[src/rtl/psg_wr_pkg.sv]
package psg_wr_pkg;
  localparam int NREG      = 8;
  localparam int IDXW      = 3;
  localparam int PER_W     = 10;
  localparam int EFF_W     = PER_W + 1;
  localparam int NTONE     = 3;
  localparam int NVOICE    = 4;
  localparam logic [IDXW-1:0] IDX_NOISE = 3'd6;

  function automatic logic idx_is_tone(input logic [IDXW-1:0] idx);
    return (idx[0] == 1'b0) && (idx != IDX_NOISE);
  endfunction

  function automatic logic idx_is_atten(input logic [IDXW-1:0] idx);
    return idx[0];
  endfunction
endpackage

[src/rtl/psg_tick_gen.sv]
module psg_tick_gen #(
  parameter int DIV = 8
) (
  input  logic clk,
  input  logic rst_n,
  output logic tick
);
  localparam int CW = (DIV > 1) ? $clog2(DIV) : 1;

  generate
    if (DIV == 1) begin : g_direct
      always_ff @(posedge clk or negedge rst_n) begin
        if (!rst_n) tick <= 1'b0;
        else        tick <= 1'b1;
      end
    end else begin : g_count
      logic [CW-1:0] cnt_q;
      always_ff @(posedge clk or negedge rst_n) begin
        if (!rst_n) begin
          cnt_q <= CW'(DIV - 1);
          tick  <= 1'b0;
        end else begin
          tick  <= (cnt_q == '0);
          cnt_q <= (cnt_q == '0) ? CW'(DIV - 1) : cnt_q - 1'b1;
        end
      end

      // two ticks are never adjacent when dividing
      p_tick_gap_r9: assert property (@(posedge clk) disable iff (!rst_n)
        tick |=> !tick);
    end
  endgenerate
endmodule

[src/rtl/psg_reg_bank.sv]
module psg_reg_bank
  import psg_wr_pkg::*;
#(
  parameter bit ZERO_AS_MAX = 1'b1,
  parameter bit STRICT_DATA = 1'b0,
  parameter int PTR_INIT    = 0
) (
  input  logic                     clk,
  input  logic                     rst_n,
  input  logic                     wr_en,
  input  logic [7:0]               wr_data,
  output logic [NTONE*EFF_W-1:0]   period_eff,
  output logic [NVOICE*4-1:0]      atten_all,
  output logic [3:0]               noise_ctrl,
  output logic                     lfsr_rst
);
  logic [NTONE-1:0][PER_W-1:0] per_q;
  logic [NVOICE-1:0][3:0]      att_q;
  logic [3:0]                  noise_q;
  logic [IDXW-1:0]             ptr_q;

  logic            is_latch;
  logic [IDXW-1:0] tgt;
  logic            drop;
  logic [1:0]      slot;

  always_comb begin
    is_latch = wr_data[7];
    tgt      = is_latch ? wr_data[6:4] : ptr_q;
    slot     = tgt[2:1];
    drop     = STRICT_DATA && !is_latch && (tgt[0] || (tgt == IDX_NOISE));
  end

  always_ff @(posedge clk or negedge rst_n) begin
    if (!rst_n) begin
      per_q    <= '0;
      att_q    <= '0;
      noise_q  <= '0;
      ptr_q    <= IDXW'(PTR_INIT);
      lfsr_rst <= 1'b0;
    end else begin
      lfsr_rst <= 1'b0;
      if (wr_en) begin
        if (is_latch) ptr_q <= wr_data[6:4];
        if (!drop) begin
          if (idx_is_tone(tgt)) begin
            if (is_latch) per_q[slot][3:0]       <= wr_data[3:0];
            else          per_q[slot][PER_W-1:4] <= wr_data[5:0];
          end else if (idx_is_atten(tgt)) begin
            att_q[slot] <= wr_data[3:0];
          end else begin
            noise_q  <= wr_data[3:0];
            lfsr_rst <= STRICT_DATA ? (wr_data[2] != noise_q[2]) : 1'b1;
          end
        end
      end
    end
  end

  genvar gi;
  generate
    for (gi = 0; gi < NTONE; gi++) begin : g_eff
      always_comb begin
        if (per_q[gi] == '0)
          period_eff[gi*EFF_W +: EFF_W] = ZERO_AS_MAX ? EFF_W'(1 << PER_W) : '0;
        else
          period_eff[gi*EFF_W +: EFF_W] = {1'b0, per_q[gi]};
      end
    end
  endgenerate

  assign atten_all  = att_q;
  assign noise_ctrl = noise_q;

  p_strobe_needs_write_r5: assert property (@(posedge clk) disable iff (!rst_n)
    lfsr_rst |-> $past(wr_en));

  p_latch_sets_ptr_r1: assert property (@(posedge clk) disable iff (!rst_n)
    (wr_en && wr_data[7]) |=> (ptr_q == $past(wr_data[6:4])));

  generate
    if (STRICT_DATA) begin : g_strict_chk
      p_filtered_hold_r6: assert property (@(posedge clk) disable iff (!rst_n)
        (wr_en && !wr_data[7] && (ptr_q[0] || ptr_q == IDX_NOISE))
          |=> ($stable(att_q) && $stable(noise_q) && !lfsr_rst));
    end
  endgenerate
endmodule

[src/rtl/psg_square.sv]
module psg_square #(
  parameter int PW = 11
) (
  input  logic          clk,
  input  logic          rst_n,
  input  logic          tick,
  input  logic [PW-1:0] period,
  output logic          wave
);
  logic [PW-1:0] cnt_q;

  always_ff @(posedge clk or negedge rst_n) begin
    if (!rst_n) begin
      cnt_q <= '0;
      wave  <= 1'b0;
    end else if (tick) begin
      if (cnt_q <= PW'(1)) begin
        wave  <= ~wave;
        cnt_q <= period;
      end else begin
        cnt_q <= cnt_q - 1'b1;
      end
    end
  end

  p_wave_hold_r8: assert property (@(posedge clk) disable iff (!rst_n)
    !tick |=> $stable(wave));
endmodule

[src/rtl/psg_write_front.sv]
module psg_write_front
  import psg_wr_pkg::*;
#(
  parameter int DIV         = 8,
  parameter bit ZERO_AS_MAX = 1'b1,
  parameter bit STRICT_DATA = 1'b0,
  parameter int PTR_INIT    = 0
) (
  input  logic        clk,
  input  logic        rst_n,
  input  logic        wr_en,
  input  logic [7:0]  wr_data,
  output logic        ready,
  output logic        div_tick,
  output logic [2:0]  tone_wave,
  output logic [15:0] atten_all,
  output logic [3:0]  noise_ctrl,
  output logic        lfsr_rst,
  output logic [10:0] ch2_period
);
  logic [NTONE*EFF_W-1:0] period_eff;
  logic                   busy_q;

  psg_tick_gen #(.DIV(DIV)) u_tick (
    .clk  (clk),
    .rst_n(rst_n),
    .tick (div_tick)
  );

  psg_reg_bank #(
    .ZERO_AS_MAX(ZERO_AS_MAX),
    .STRICT_DATA(STRICT_DATA),
    .PTR_INIT   (PTR_INIT)
  ) u_regs (
    .clk       (clk),
    .rst_n     (rst_n),
    .wr_en     (wr_en),
    .wr_data   (wr_data),
    .period_eff(period_eff),
    .atten_all (atten_all),
    .noise_ctrl(noise_ctrl),
    .lfsr_rst  (lfsr_rst)
  );

  genvar gc;
  generate
    for (gc = 0; gc < NTONE; gc++) begin : g_tone
      psg_square #(.PW(EFF_W)) u_sq (
        .clk   (clk),
        .rst_n (rst_n),
        .tick  (div_tick),
        .period(period_eff[gc*EFF_W +: EFF_W]),
        .wave  (tone_wave[gc])
      );
    end
  endgenerate

  assign ch2_period = period_eff[2*EFF_W +: EFF_W];

  // a write in the same cycle as a tick keeps the block busy
  always_ff @(posedge clk or negedge rst_n) begin
    if (!rst_n)        busy_q <= 1'b0;
    else if (wr_en)    busy_q <= 1'b1;
    else if (div_tick) busy_q <= 1'b0;
  end
  assign ready = ~busy_q;

  p_ready_drop_r10: assert property (@(posedge clk) disable iff (!rst_n)
    wr_en |=> !ready);

  p_ready_rise_r10: assert property (@(posedge clk) disable iff (!rst_n)
    $rose(ready) |-> $past(div_tick));
endmodule

[config.mk]
export PLATFORM = sky130hd
export DESIGN_NAME = psg_write_front
export DESIGN_NICKNAME = d
export VERILOG_FILES = /design/src/rtl/psg_wr_pkg.sv /design/src/rtl/psg_tick_gen.sv /design/src/rtl/psg_reg_bank.sv /design/src/rtl/psg_square.sv /design/src/rtl/psg_write_front.sv
export SDC_FILE = /design/constraint.sdc
export NUM_CORES = 1
export LEC_CHECK = 0
export ABC_AREA = 0
export CAP_MARGIN = 20
export CORE_MARGIN = 10
export CORE_UTILIZATION = 50
export DETAILED_ROUTE_END_ITERATION = 10
export GPL_ROUTABILITY_DRIVEN = 0
export GPL_TIMING_DRIVEN = 0
export PLACE_DENSITY = 0.78
export SYNTH_ARGS = -nofsm -noshare
export SYNTH_HDL_FRONTEND = slang
export SYNTH_SLANG_ARGS = --single-unit
[constraint.sdc]
create_clock -name clk -period 2.4 [get_ports clk]
set_input_delay 0.48 -clock clk [delete_from_list [all_inputs] [get_ports clk]]
set_output_delay 0.48 -clock clk [all_outputs]
set_load 0.05 [all_outputs]
* Word-level counts from Yosys, hierarchy flattened *
Index checks and enable logic that the tools add are counted.

storage, ports and cells
  register bits after elaboration = 95
  bits in latches = 0
  memory bits (writable) = 0
  bits in read-only memories = 0
  input bits = 11
  memories = 0

operators by class
  add/subtract/negate cells = 4
  multiply operators = 0
  divide/modulo/power cells = 0
  order comparisons = 5
  equality and inequality tests = 1
  shift operators = 0
  muxes and demuxes = 23
  bitwise logic cells = 6
  reduce and logical (&&, ||, !) cells = 13

operator list
  kind                     count
  $mux W11                 6
  $bwmux W30               2
  $demux W10 S2            2
  $le A11 B1 Y1 const B    3
  $sub A11 B1 Y11 const B  3
  $logic_not A10 Y1        3
  $mux W30                 1
  $bwmux W16               1
  $mux W10                 1
  $demux W4 S2             1
  $mux W4                  2
  $reduce_and A2 Y1        4
  $mux W3                  2
  $not A1 Y1               6
  $reduce_and A3 Y1        2
  $mux W1                  5
  $logic_not A3 Y1         1
  $lt A2 B3 Y1 const B     1
  $ne A3 B3 Y1 const B     1
  $sub A3 B1 Y3 const B    1
  $ge A2 B1 Y1 const B     1
  $logic_and A1 B1 Y1      2
  $reduce_bool A2 Y1       1

* Depth between registers and ports, before layout *
Gate-level depths: netlist (run 1).

  depth in word-level cells = 7
  depth in mapped cells = 7
  depth with buffers taken out = 6

* By module *
A second synthesis (run 1) with hierarchy kept.

second synthesis, totals
  cell total of the unflattened synthesis = 423
  area total of the unflattened synthesis = 4725.8 um^2

by module, submodules not included
  module                           times used  cells each  area an instance (um^2)
  psg_reg_bank                     1           177         2384.8
  psg_square (g_tone[0].u_sq ...)  2           78          700.7
  psg_square (g_tone[2].u_sq)      1           75          743.2
  psg_tick_gen                     1           12          156.4
  psg_write_front                  1           3           40.0

* Worst setup path after synthesis (run 1) *
No wires, ideal clock.

  path type = register to output
  from = register u_regs.per_q[26] (netlist name)
  to = output port ch2_period[10]
  arrival = 2.461 ns
  slack = -0.541 ns
  cell stages (with the launch flop) = 3
  cells stage by stage = dfrtp_1 > or4_1 > nor4_1

on the way
  cells in the longest elaborated chain, start to end = 2

RTL lines
  what                              RTL line               text
  start: declaration                psg_reg_bank.sv:17     logic [NTONE-1:0][PER_W-1:0] per_q;
  start signal: indexed assignment  psg_reg_bank.sv:47     if (is_latch) per_q[slot][3:0] <= wr_data[3:0];
  start signal: indexed assignment  psg_reg_bank.sv:48     else per_q[slot][PER_W-1:4] <= wr_data[5:0];
  $logic_not A10 Y1                 psg_reg_bank.sv:64     if (per_q[gi] == '0)
  $mux W11                          psg_reg_bank.sv:64
  end: declaration                  psg_write_front.sv:19  output logic [10:0] ch2_period

No other way between the ends.

* Worst setup path after layout (run 1) *
  from = register u_regs.per_q[28] (netlist name)
  to = output port ch2_period[10]

Same word-level chain as after synthesis.

==> results of run 1 <==
[per-stage QoR]
stage          TNS (ps)  worst slack (ps)  hold WS (ps)
5_1_grt               0              21.3          28.3
2_1_floorplan         0              41.6           184
3_3_place_gp    -249340             -2640           442
3_5_place_dp      -4040              -396           418
4_1_cts               0              7.91          13.6
6_report              0              67.9          9.76
[area by class of cell]
cell class                 count  area, µm²
sequential                    95       2380
timing repair buffer          47        484
inverter                      26       97.6
tap                          111        139
buffer                        31        135
multi-input combinational    269       2070
clock buffer                   9        124
clock inverter                 7       86.3
fill                         734       3630
[final timing paths]
path / from / to / depth (start not counted)
worst max-delay path: u_regs.per_q[28] / ch2_period[10] / 3
worst min-delay path: rst_n / g_tone[2].u_sq.cnt_q[10] / 1
worst max register to register: g_tone[2].u_sq.cnt_q[6] / g_tone[2].u_sq.cnt_q[8] / 5
worst min register to register: u_tick.g_count.cnt_q[0] / u_tick.g_count.cnt_q[0] / 1
max in group asynchronous: rst_n / u_tick.g_count.cnt_q[0] / 2
min in group clk: u_tick.g_count.cnt_q[0] / u_tick.g_count.cnt_q[0] / 1
[power groups by stage]
stage	Combinational [W]	Sequential [W]	Clock, W
after floorplan	0.00104	0.00292	0
after global placement	0.00206	0.00258	0
after detailed placement	0.00211	0.00260	0
after CTS	0.00213	0.00258	0.00115
after global routing	0.00228	0.00267	0.00121
final	0.00211	0.00259	0.00112
[metal layers]
layer / up-vias / part of all wire, % / wire, µm / GRT usage [%]
met3: 21 / 6.4 / 672 / 4.26
met5: - / 0 / 0 / 0
met4: 0 / 1.8 / 191 / 6.26
met2: 111 / 48 / 5100 / 27.0
met1: 1729 / 44 / 4620 / 20.9
li1: 1648 / - / - / -
[flip-flops by register name (all words and copies together) (netlist names)]
signal	flops
g_tone.u_sq.wave	3
u_regs.lfsr_rst	1
u_regs.atten_all	16
g_tone.u_sq.cnt_q	33
u_tick.tick	1
u_regs.per_q	30
u_tick.g_count.cnt_q	3
busy_q	1
u_regs.ptr_q	3
u_regs.noise_ctrl	4
[cell usage in the layout (no fill, tap or decap), types with 8 or more instances in the layout]
| cell | instances |
|---|---|
| mux2i_1 | 12 |
| inv_1 | 26 |
| clkbuf_1 | 24 |
| clkdlybuf4s50_1 | 43 |
| nand3_1 | 9 |
| ha_1 | 8 |
| o21ai_0 | 18 |
| nor4_1 | 9 |
| nor3_1 | 15 |
| nand2_1 | 21 |
| mux2_2 | 50 |
| clkbuf_8 | 9 |
| nor2_1 | 14 |
| dfrtp_1 | 92 |
| or4_1 | 12 |
[cell families after synthesis]
| logic type | synth area share [%] |
|---|---|
| AND/OR/NAND/NOR | 15.1 |
| flip-flops | 51.1 |
| multiplexers | 14.9 |
| adder cells (fa/ha/maj) | 2.15 |
| XOR/XNOR | 0.753 |
| buffers and inverters | 4.97 |
| AO/OA/AOI/OAI | 10.9 |
[what timing repair did]
item / 4_1_cts / 5_1_grt
setup endpoints to repair: 5 / 2
hold buffers: 0 / 0
buffers inserted: 0 / 1
gates resized for setup: 11 / 2
pin swaps: 0 / 1
==> flow_summary.toml, run 1 <==
[outcome]
status = "finished clean"

[detailed_routing]
wl_um = 10600
drtAntennaViolNets = 0
drtIter0Drc = 237
route.detailed.drc = 0
dr_total_vias = 3509
viasPerCell = 5.90
routedWlPerCell_um = 17.8
first_pass_iters = 4

[global_route]
overflow = 0
grt_antenna_before_repair = 0
grt_max_degree = 72
grt_pass1_wl_um = 17800
grt_pass1_vias = 3521
grt.total_usage_pct = 16.6

[floorplan]
core_um2 = 9150
fp.dieW_um = 116
fp.dieH_um = 116
initial_core_util_pct = 50.9
row_count = 35
io_pins = 48
die-area_um2 = 13600

[critical_path]
critPathSlowestCell = "or4_1"
r2r_slack_ps = 90
cp_cell_sequence = "or4_1 > nor4_4 > buf_6"
critical-path-max-stage-delay_ps = 590
startpoint_type = "flip-flop"
cp-end-kind = "output port"
path_class = "flip-flop to output port"
path_delay_family = "simple AND/OR/NAND/NOR gates"
required_ps = 1920
arrival_ps = 1850
worstPathMaxFanout = 4
worst-path-buf-inv = 1

[synth]
synth_edf_count = 0
synthTopCellsByCount = "dfrtp_1 (92), mux2_2 (50), inv_1 (26)"
syn_area_um2 = 4660
synth_top_area_share_pct = 49.4
yosysMostFrequentCell = "dfrtp_1"
seq_area_frac_synth_pct = 51.1
ys_warn_count = 0
synth_area_per_cell_um2 = 11.1
synth.area.top_cells = "dfrtp_1 (49%), mux2_2 (12%), mux2i_1 (2.6%)"
ys_ff_latch = 95
async_reset_ff_share_pct = 100
yosysTopAreaCell = "dfrtp_1"
syn_inst = 421
synthesis.nets = 440
synth_flop_cell = "dfrtp_1"
synth_cell_types = 59

[sta]
hold_violations = 0
slew_viol_final = 0
post-route-period-util_pct = 97.2
rsz0062_at_grt = "no"
clock.fmax_mhz = 429
layout_min_cycle_time_ps = 2330
worst_pin_slew_ps = 686
fin_skew_ps = 5.51
relSlewSlack_pct = 53.8
finalSetupViolations = 0

[cts]
cts_buffers = 9
cts_tree = "yes"
clkTransAtPathRegs_ps = 100
cts-htree-levels = 3
clk_latency_ps = 360
clock-root-buffer = "clkbuf_8"
cts.sinks = 95
clk_path_buf_depth = 2

[job]
maxCapViolCount = 0

[pwr]
p_seq_share_pct = 44.6
pwr-share-clk_pct = 19.2
irDropWorstVdd_mv = 0.825
powerDensity_nw_per_um2 = 1050
power_w = 0.00582
p_comb_share_pct = 36.2
p_int_w = 0.00347
switchingPower_w = 0.00235
p_sw_share_pct = 40.4
power_leakage_nw = 2.34

[placement]
dp_cells = 578
io_buffers = 45
place_hpwl_um = 7550
place_area_um2 = 5280

[cells_and_area]
postLayoutCellArea_um2 = 5520
drive_above_1_share_pct = 19.6
fin_cells = 595
nets = 498
diodes = 0
post-route-util_pct = 60.3
area_growth_pct = 18.5

[hold_path]
worstHoldPathType = "input port to async pin"
Power figures use the tool's default switching activity.
==> run 2: changes to the inputs <==
--- a/config.mk
+++ b/config.mk
@@ -12,7 +12,9 @@
 export DETAILED_ROUTE_END_ITERATION = 10
 export GPL_ROUTABILITY_DRIVEN = 0
 export GPL_TIMING_DRIVEN = 0
+export MAX_ROUTING_LAYER = met4
 export PLACE_DENSITY = 0.78
 export SYNTH_ARGS = -nofsm -noshare
 export SYNTH_HDL_FRONTEND = slang
+export SYNTH_HIERARCHICAL = 1
 export SYNTH_SLANG_ARGS = --single-unit
==> constraint.sdc (replaced) <==
create_clock -name clk -period 2.8 [get_ports clk]
set_input_delay 0.56 -clock clk [delete_from_list [all_inputs] [get_ports clk]]
set_output_delay 0.56 -clock clk [all_outputs]
set_load 0.05 [all_outputs]
==> run 2 against run 1 <==
Clock power shrank 11%. Via count shrank 2.1%. Highest routed layer unchanged. Total power shrank 12%. Hold slack gained 180 ps. Global-route usage shrank 0.060 points. Final area grew 1.4%. Combinational power shrank 9%. Clock skew grew 1.2 ps. Routed wire length shrank 2.9%. Clock-buffer cell count grew 3.
==> flow_summary.toml, run 2 <==
[outcome]
status = "finished clean"

[critical_path]
cp-end-kind = "output port"
path_delay_family = "simple AND/OR/NAND/NOR gates"
required_ps = 2240
worst-path-buf-inv = 1
startpoint_type = "flip-flop"
critical-path-max-stage-delay_ps = 540
cp_cell_sequence = "or4_1 > nor4_2 > clkbuf_2"
path_class = "flip-flop to output port"
arrival_ps = 2020
critPathSlowestCell = "or4_1"
worstPathMaxFanout = 3

[floorplan]
die-area_um2 = 13700
core_um2 = 9240
initial_core_util_pct = 51.1
io_pins = 48
fp.dieW_um = 117
row_count = 35
fp.dieH_um = 117

[cells_and_area]
regMostFlops = "g_tone.u_sq/cnt_q"
diodes = 0
fin_cells = 615
post-route-util_pct = 60.6
final_common_cell = "dfrtp_1"
layout_common_cells = "dfrtp_1 (92), mux2_2 (52), clkdlybuf4s50_1 (44)"
area_growth_pct = 18.4
nets = 500
drive_above_1_share_pct = 20.2
largest_reg_flops = 33

[cts]
clock-root-buffer = "clkbuf_8"
cts_buffers = 9
cts.sinks = 95
ctsHoldBuffers = 0
clk_path_buf_depth = 2
clkTransAtPathRegs_ps = 90
cts-htree-levels = 3
clk_latency_ps = 360
cts_tree = "yes"

[sta]
post-route-period-util_pct = 92.1
hold_violations = 0
fin_skew_ps = 6.74
slew_viol_final = 0
finalSetupViolations = 0
worst_hold_slack_ps = 187
worst_pin_slew_ps = 579
rsz0062_at_grt = "no"
relSlewSlack_pct = 61.4
layout_min_cycle_time_ps = 2580
clock.fmax_mhz = 388

[synth]
synth_flop_cell = "dfrtp_1"
ys_warn_count = 6
seq_area_frac_synth_pct = 50.4
ys_ff_latch = 95
yosysTopAreaCell = "dfrtp_1"
synthesis.nets = 442
synth.area.top_cells = "dfrtp_1 (49%), mux2_2 (12%), clkbuf_1 (3.1%)"
syn_area_um2 = 4730
synth_cell_types = 63
syn_inst = 423
synthTopCellsByCount = "dfrtp_1 (92), mux2_2 (52), clkbuf_1 (39)"
synth_top_area_share_pct = 48.7
yosysMostFrequentCell = "dfrtp_1"
synth_area_per_cell_um2 = 11.2
synth_edf_count = 0
async_reset_ff_share_pct = 100

[global_route]
grt_max_degree = 52
grt.total_usage_pct = 16.6
grt_antenna_before_repair = 0
overflow = 0
grt_pass1_vias = 3533
grt_pass1_wl_um = 17600

[pwr]
power_leakage_nw = 2.31
power_w = 0.00511
powerDensity_nw_per_um2 = 913
irDropWorstVdd_mv = 0.799

[detailed_routing]
wl_um = 10300
met2_length_um = 4960
viasPerCell = 5.59
routedWlPerCell_um = 16.7
wl_met3_um = 306
first_pass_iters = 4
drtAntennaViolNets = 0
dr_total_vias = 3437
wl_met1_um = 4800
route.detailed.drc = 0
highest_layer = "met4"
drtIter0Drc = 135

[placement]
io_buffers = 46
dp_cells = 599
place_hpwl_um = 7280

[hold_path]
worstHoldPathType = "input port to async pin"

[job]
maxCapViolCount = 0
run 2: cell count changes after synthesis, moves of 4 or more:
cell,change
o21ai_1,-7
nor4_1,-5
nand3_1,+14
o21ai_0,-6
o2bb2ai_1,-6
inv_1,-6
o211ai_1,+5
clkbuf_1,+14
mux2i_1,-10
a31oi_1,+4
and4_1,+4
nor3_1,-4
run 2: path summary, 6_finish.rpt:
check / start / to / slack (ps) / depth (start not counted)
max: u_regs/per_q[25] / ch2_period[10] / 220 / 3
min: rst_n / u_regs/atten_all[6] / 190 / 1
max reg2reg: g_tone[2].u_sq/cnt_q[4] / g_tone[2].u_sq/cnt_q[9] / 640 / 5
min reg2reg: u_tick/g_count.cnt_q[0] / u_tick/g_count.cnt_q[0] / 470 / 1
max in group asynchronous: rst_n / u_tick/g_count.cnt_q[1] / 1910 / 2
min in group clk: u_tick/g_count.cnt_q[0] / u_tick/g_count.cnt_q[0] / 470 / 1
run 2: stage by stage:
| step | instance area [µm²] | setup WS [ps] | TNS, ps |
|---|---|---|---|
| 2_1_floorplan | 4730 | 378 | 0 |
| 3_3_place_gp | 5350 | -2280 | -212800 |
| 3_5_place_dp | 5380 | 87.7 | 0 |
| 4_1_cts | 5600 | 3.86 | 0 |
| 5_1_grt | 5600 | 175 | 0 |
| 6_report | 5600 | 221 | 0 |
run 2: where the power goes:
part | leakage (nW) | internal, W | switching, W
sequential | 1.11 | 0.00180 | 0.000393
clock | 0.107 | 0.000532 | 0.000468
combinational | 1.10 | 0.000805 | 0.00111
run 2: area by class of cell:
type / count / area (µm²)
Inverter: 20 / 75.1
Clock inverter: 4 / 76.3
Multi-Input combinational cell: 259 / 2060
Sequential cell: 95 / 2380
Fill cell: 739 / 3640
Clock buffer: 12 / 145
Timing Repair Buffer: 47 / 480
Buffer: 49 / 215
Tap cell: 129 / 161
run 2: metal layers:
layer / track usage (%) / vias to the layer above
met5: - / -
met4: 7.25 / 0
met2: 25.7 / 59
met1: 21.0 / 1719
met3: 2.75 / 14
li1: - / 1645
run 2: cells by family after synthesis:
group,Yosys count,synth area share [%]
buffers and inverters,69,6.14
and+or+nand+nor,130,17.7
AOI/OAI and AO/OA,60,9.35
muxes,58,13.8
DFF,95,50.4
adders and majority gates,8,2.12
xor gates and xnor gates,3,0.556
run 2: repair_timing:
| item | CTS | global route |
|---|---|---|
| cloned | 0 | 0 |
| setup buffers | 0 | 0 |
| gates resized for setup | 2 | 2 |
| setup endpoints to repair | 1 | 1 |
